### config.mk
export PLATFORM = sky130hd
export DESIGN_NAME = reply_timeout_encoder
export DESIGN_NICKNAME = d
export VERILOG_FILES = /design/src/rtl/rto_pkg.sv /design/src/rtl/rto_range_sel.sv /design/src/rtl/rto_len_calc.sv /design/src/rtl/rto_prev_decode.sv /design/src/rtl/reply_timeout_encoder.sv
export SDC_FILE = /design/constraint.sdc
export NUM_CORES = 1
export LEC_CHECK = 0
export BUFFER_PORTS_ARGS = -buffer_cell sky130_fd_sc_hd__clkbuf_2
export CELL_PAD_IN_SITES_DETAIL_PLACEMENT = 1
export CELL_PAD_IN_SITES_GLOBAL_PLACEMENT = 2
export CORE_MARGIN = 10
export CORE_UTILIZATION = 32
export CTS_CLUSTER_SIZE = 12
export DETAILED_ROUTE_END_ITERATION = 10
export PLACE_DENSITY = 0.89
export RECOVER_POWER = 50
export SYNTH_ARGS = -nofsm -noshare
export SYNTH_HDL_FRONTEND = slang
export SYNTH_SLANG_ARGS = --single-unit
### constraint.sdc
create_clock -name clk -period 3.9 [get_ports clk]
set_input_delay 0.78 -clock clk [delete_from_list [all_inputs] [get_ports clk]]
set_output_delay 0.78 -clock clk [all_outputs]
set_load 0.1 [all_outputs]
### src/rtl/rto_pkg.sv
package rto_pkg;
  localparam int CODE_W    = 2;
  localparam int NUM_CODES = 1 << CODE_W;

  typedef enum logic [CODE_W-1:0] {
    UNIT_X1 = 2'd0,
    UNIT_X2 = 2'd1,
    UNIT_X4 = 2'd2,
    UNIT_X8 = 2'd3
  } unit_code_t;
endpackage

### src/rtl/rto_range_sel.sv
module rto_range_sel
  import rto_pkg::*;
#(
  parameter int REQ_W     = 16,
  parameter int LEN_W     = 7,
  parameter int UNIT_LOG2 = 3
) (
  input  logic [REQ_W-1:0] req,
  output unit_code_t       code
);
  localparam int MAX_LEN = (1 << LEN_W) - 1;
  localparam int STEP    = MAX_LEN << UNIT_LOG2;
  localparam int CMP_W   = REQ_W + NUM_CODES;

  logic [NUM_CODES-2:0] above;

  // One comparator per range boundary; each boundary doubles the previous.
  generate
    for (genvar k = 0; k < NUM_CODES - 1; k++) begin : g_cmp
      localparam logic [CMP_W-1:0] LIM = CMP_W'(STEP) << k;
      assign above[k] = {{NUM_CODES{1'b0}}, req} > LIM;
    end
  endgenerate

  always_comb begin
    code = UNIT_X1;
    for (int k = 0; k < NUM_CODES - 1; k++) begin
      if (above[k]) code = unit_code_t'(CODE_W'(k + 1));
    end
  end
endmodule

### src/rtl/rto_len_calc.sv
module rto_len_calc
  import rto_pkg::*;
#(
  parameter int REQ_W     = 16,
  parameter int LEN_W     = 7,
  parameter int UNIT_LOG2 = 3,
  parameter int DEF_LEN   = 69
) (
  input  logic [REQ_W-1:0] req,
  input  unit_code_t       code,
  output logic [LEN_W-1:0] len
);
  localparam int MAX_LEN = (1 << LEN_W) - 1;

  logic [REQ_W:0] quo [NUM_CODES];

  // Ceiling quotient for every unit size, chosen later by the code.
  generate
    for (genvar k = 0; k < NUM_CODES; k++) begin : g_div
      localparam int SH = UNIT_LOG2 + k;
      assign quo[k] = ({1'b0, req} + (REQ_W+1)'((1 << SH) - 1)) >> SH;
    end
  endgenerate

  logic [REQ_W:0] raw;
  always_comb begin
    raw = quo[code];
    if (req == '0)
      len = LEN_W'(DEF_LEN);
    else if (raw > (REQ_W+1)'(MAX_LEN))
      len = LEN_W'(MAX_LEN);
    else
      len = raw[LEN_W-1:0];
  end

  // any nonzero request gives a nonzero count
  always_comb begin
    assert_len_nonzero_R4 : assert (req == '0 || len != '0);
  end
endmodule

### src/rtl/rto_prev_decode.sv
module rto_prev_decode
  import rto_pkg::*;
#(
  parameter int LEN_W     = 7,
  parameter int UNIT_LOG2 = 3,
  parameter int DEF_LEN   = 69,
  parameter int PREV_W    = LEN_W + UNIT_LOG2 + NUM_CODES - 1
) (
  input  logic [LEN_W-1:0]  len,
  input  unit_code_t        code,
  output logic [PREV_W-1:0] us
);
  always_comb begin
    unique case (code)
      UNIT_X1: us = PREV_W'(len) << UNIT_LOG2;
      UNIT_X2: us = PREV_W'(len) << (UNIT_LOG2 + 1);
      UNIT_X4: us = PREV_W'(len) << (UNIT_LOG2 + 2);
      UNIT_X8: us = PREV_W'(len) << (UNIT_LOG2 + 3);
      default: us = PREV_W'(DEF_LEN) << UNIT_LOG2;
    endcase
  end
endmodule

### src/rtl/reply_timeout_encoder.sv
module reply_timeout_encoder
  import rto_pkg::*;
#(
  parameter int REQ_W     = 16,
  parameter int LEN_W     = 7,
  parameter int UNIT_LOG2 = 3,
  parameter int DEF_LEN   = 69,
  parameter int POLL_MULT = 10,
  parameter int POLL_GROW = 4
) (
  input  logic                         clk,
  input  logic                         rst,
  input  logic [REQ_W-1:0]             req_us,
  input  logic                         wr_en,
  output logic [LEN_W-1:0]             len_q,
  output logic [1:0]                   mult_q,
  output logic [LEN_W+UNIT_LOG2+2:0]   prev_us,
  output logic [REQ_W+POLL_GROW-1:0]   poll_us
);
  localparam int PREV_W  = LEN_W + UNIT_LOG2 + 3;
  localparam int POLL_W  = REQ_W + POLL_GROW;
  localparam int MAX_LEN = (1 << LEN_W) - 1;
  localparam int STEP    = MAX_LEN << UNIT_LOG2;

  unit_code_t          code_d;
  logic [LEN_W-1:0]    len_d;
  logic [PREV_W-1:0]   prev_d;
  logic [POLL_W-1:0]   poll_d;

  rto_range_sel #(.REQ_W(REQ_W), .LEN_W(LEN_W), .UNIT_LOG2(UNIT_LOG2)) u_range (
    .req  (req_us),
    .code (code_d)
  );

  rto_len_calc #(.REQ_W(REQ_W), .LEN_W(LEN_W), .UNIT_LOG2(UNIT_LOG2),
                 .DEF_LEN(DEF_LEN)) u_len (
    .req  (req_us),
    .code (code_d),
    .len  (len_d)
  );

  // Decodes the currently held fields, so the value is taken before the load.
  rto_prev_decode #(.LEN_W(LEN_W), .UNIT_LOG2(UNIT_LOG2), .DEF_LEN(DEF_LEN),
                    .PREV_W(PREV_W)) u_prev (
    .len  (len_q),
    .code (unit_code_t'(mult_q)),
    .us   (prev_d)
  );

  assign poll_d = POLL_W'(req_us) * POLL_W'(POLL_MULT);

  always_ff @(posedge clk) begin
    if (rst) begin
      len_q   <= LEN_W'(DEF_LEN);
      mult_q  <= UNIT_X1;
      prev_us <= '0;
      poll_us <= '0;
    end else if (wr_en) begin
      len_q   <= len_d;
      mult_q  <= code_d;
      prev_us <= prev_d;
      poll_us <= poll_d;
    end
  end

  // zero request restores the default fields
  assert_zero_default_R2 : assert property (@(posedge clk) disable iff (rst)
    (wr_en && req_us == '0) |=> (mult_q == 2'd0 && len_q == LEN_W'(DEF_LEN)));

  // a request in the first range keeps the finest unit
  assert_first_range_R3 : assert property (@(posedge clk) disable iff (rst)
    (wr_en && req_us != '0 && 32'(req_us) <= STEP) |=> (mult_q == 2'd0));

  // previous timeout reflects the fields held before the write
  assert_prev_value_R6 : assert property (@(posedge clk) disable iff (rst)
    wr_en |=> (32'(prev_us) == (32'($past(len_q)) << (UNIT_LOG2 + 32'($past(mult_q))))));

  // no strobe, no change
  assert_hold_R8 : assert property (@(posedge clk) disable iff (rst)
    !wr_en |=> ($stable(len_q) && $stable(mult_q) && $stable(prev_us) && $stable(poll_us)));

  // polling period follows the request
  assert_poll_R9 : assert property (@(posedge clk) disable iff (rst)
    wr_en |=> (32'(poll_us) == 32'($past(req_us)) * POLL_MULT));
endmodule

==> results.toml <==
[grt]
antenna_found_initial = 0
grt_max_degree = 42
grt_pass1_wl_um = 16510
grt_overflow = 0
grt_use_total = 0.1376
first_global_vias = 3201

[routing]
drtAntennaViolNets = 0
wl_um = 9781
avgViaCountPerCell = 5.494
via_count = 3082
drt_iter0_markers = 127
route.detailed.drc = 0
wl_per_cell_um = 17.43
drtPass1Iterations = 4

[cts]
h-tree-depth = 2
holdBufCountCts = 0
insertion_delay_ns = 0.30
cts_made_buffers = 5
cts.sinks = 38
cts.path.max_buffers = 2
post_cts_buffers = 0
cts_tree = "done"
cts.repair.resized = 0
cts.clk_slew.worst_paths_ns = 0.09
cts_root_buffer = "clkbuf_8"

[synthesis]
yosys.area_share.simple = 0.2069
synth_seq_cells = 38
synth_top_family_by_area = "compound AO/OA/AOI/OAI gates"
synth_top_flop_cell = "dfxtp_1"
synth_xor_xnor_area_share = 0.04260
async_reset_ff_frac = 0
synth-edff-count = 0
synth.mux.area_fraction = 0.07870
syn_area_sq_mm = 0.003084
synth.avg_cell_area_sq_um = 7.949
ys_warn_count = 0
yosysSeqAreaShare = 0.2467
synth_cell_types = 65
syn-instance-count = 388
yosys.area_share.adder = 0.1201
synth-compound-area-share = 0.2531

[floorplan]
die_x_um = 118.2
core_area_sq_mm = 0.009328
rows = 35
io_pins = 61
die_area_sq_mm = 0.01397
fp.dieH_um = 118.2
start_util = 0.3307

[critical_path]
crit_fanout = 7
ff2ff_path_depth = 5
worstPathCellList = "clkbuf_2 > ha_1 > ha_1 > a211oi_1 > o21a_1 > o31ai_1 > o41a_1 > a31oi_1 > nor4_1 > a311o_1"
r2r_slack_ns = 2.34
cp.arrival_ns = 3.42
cp_slowest_stage_delay_ns = 0.40
r2r_start = "mult_q[0]"
crit_top_cell = "ha_1"
cp_slowest_cell = "a211oi_1"
r2r_end = "prev_us[9]"
critical_path_required_ns = 4.10
cp-start-kind = "input pin"
crit_path_end_kind = "flop"
path_class = "in2reg"

[sta]
max_freq_mhz = 311.0
hold_slack_ns = 0.4689
period_share = 0.8245
clock_skew_ns = 0.01224
rsz0062_at_grt = "no"
slew_headroom = -0.4264
fin_ws_ns = 0.6843
finalSetupViolCount = 0
hold_viol_final = 0
tightest_slew_ns = 2.140
period_needed_ns = 3.216
final.setup.tns_ns = 0
maxSlewViolCount = 42

[placement]
place_hpwl_um = 7620
place_congestion = 0.8705
io_buffers = 56
place_ws_ns = 0.3864

[layout]
diodes = 0
final_common_cell = "nor2_1"
drive_gt1_frac = 0.1250
nets = 479
final_util = 0.3781
layout_common_cells = "58 x nor2_1, 38 x dfxtp_1, 31 x a21oi_1, 31 x clkbuf_2, 28 x ha_1"
area_growth_pct = 14.36

[pwr]
ir_worst_vdd_v = 0.0001688
p_leak_nw = 1.450
power_density_mw_per_mm2 = 400.9

[status]
status = "finished with violations"
violations = "max-capacitance violations, max-slew violations"

[worst_hold_path]
min_to = "prev_us[12]"
hold-path-cell-count = 2
hold_path_startpoint = "prev_us[12]"
min-delay-path-class = "reg2reg"

[job]
maxCapViolCount = 1
-- worst max path at each step --
stage                     startpoint           to  slack (ns)  cells after the start
after floorplan            req_us[2]  poll_us[17]        0.87                      9
after global placement     req_us[2]  poll_us[17]        0.50                     10
after detailed placement   req_us[2]  poll_us[17]        0.39                     10
after CTS                  req_us[2]  poll_us[17]        0.70                     10
after global routing       req_us[2]  poll_us[17]        0.44                     10
final                      req_us[2]  poll_us[17]        0.68                     10
-- state kept, by name, indices dropped and copies added, names as in the netlist --
register / flops
mult_q: 2
poll_us: 19
prev_us: 10
len_q: 7
-- routing by layer --
| metal | vias up | global-route usage | wire (um) |
|---|---|---|---|
| li1 | 1512 | - | - |
| met1 | 1475 | 0.1746 | 4548 |
| met2 | 81 | 0.2277 | 4557 |
| met3 | 14 | 0.03094 | 535 |
| met4 | 0 | 0.03864 | 139 |
| met5 | - | 0 | 0 |
-- worst max-delay path: cells and delay by family --
family / cells / cell delay, ns
adders and majority gates: 2 / 0.70
AOI/OAI and AO/OA: 6 / 1.69
buffers and inverters: 1 / 0.16
and+or+nand+nor: 1 / 0.08
-- through the flow --
stage / std cells / area [sq um] / power, mW
after CTS: 561 / 3562 / 1.437
after floorplan: 391 / 3095 / 0.9616
after detailed placement: 553 / 3448 / 1.085
after global routing: 561 / 3527 / 1.495
after global placement: 553 / 3448 / 1.072
final: 561 / 3527 / 1.414
-- cell families (layout without fill, tap and decap cells) --
group / after synthesis / count (layout)
AOI/OAI and AO/OA: 111 / 111
xor gates and xnor gates: 15 / 15
adders and majority gates: 29 / 29
buffers and inverters: 36 / 77
DFF: 38 / 38
muxes: 24 / 24
other: 1 / 4
and+or+nand+nor: 134 / 134
-- power by group --
| group | internal [mW] | switching (mW) |
|---|---|---|
| clock network | 0.190 | 0.157 |
| logic | 0.149 | 0.469 |
| registers | 0.422 | 0.0260 |
-- synthesized netlist by cell type, types with 2 or more instances --
library cell	instances	area, sq um
a211o_1	4	35.03
a211oi_1	8	60.06
a21o_1	6	45.04
a21oi_1	31	155.2
a22oi_1	2	15.01
a311oi_1	4	35.03
a31oi_1	8	50.05
and2_1	4	25.02
and3_1	4	25.02
buf_1	5	18.77
buf_2	5	25.02
buf_4	4	30.03
clkbuf_1	14	52.55
dfxtp_1	38	760.7
ha_1	28	350.3
inv_1	8	30.03
mux2_2	2	22.52
mux2i_1	22	220.2
nand2_1	21	78.83
nand3_1	14	70.07
nand3b_1	2	15.01
nand4_1	4	25.02
nand4b_1	2	17.52
nor2_1	58	217.7
nor3_1	10	50.05
o211ai_1	6	45.04
o21a_1	2	15.01
o21ai_0	12	60.06
o21ai_1	3	15.01
o21bai_1	2	15.01
o221ai_1	3	26.28
o31ai_1	3	22.52
o41a_1	2	22.52
or3_1	3	18.77
xnor2_1	12	105.1
xor2_1	3	26.28
-- layout make-up --
| type | count | area [sq um] |
|---|---|---|
| fillers | 1166 | 5801 |
| clock inverters | 3 | 45.04 |
| clock buffers | 5 | 68.82 |
| flip-flops and latches | 38 | 760.7 |
| repair buffers | 61 | 282.8 |
| multi-input cells | 317 | 2178 |
| well taps | 129 | 161.4 |
| inverters | 8 | 30.03 |
No activity file was read; power rests on OpenSTA's default activity.
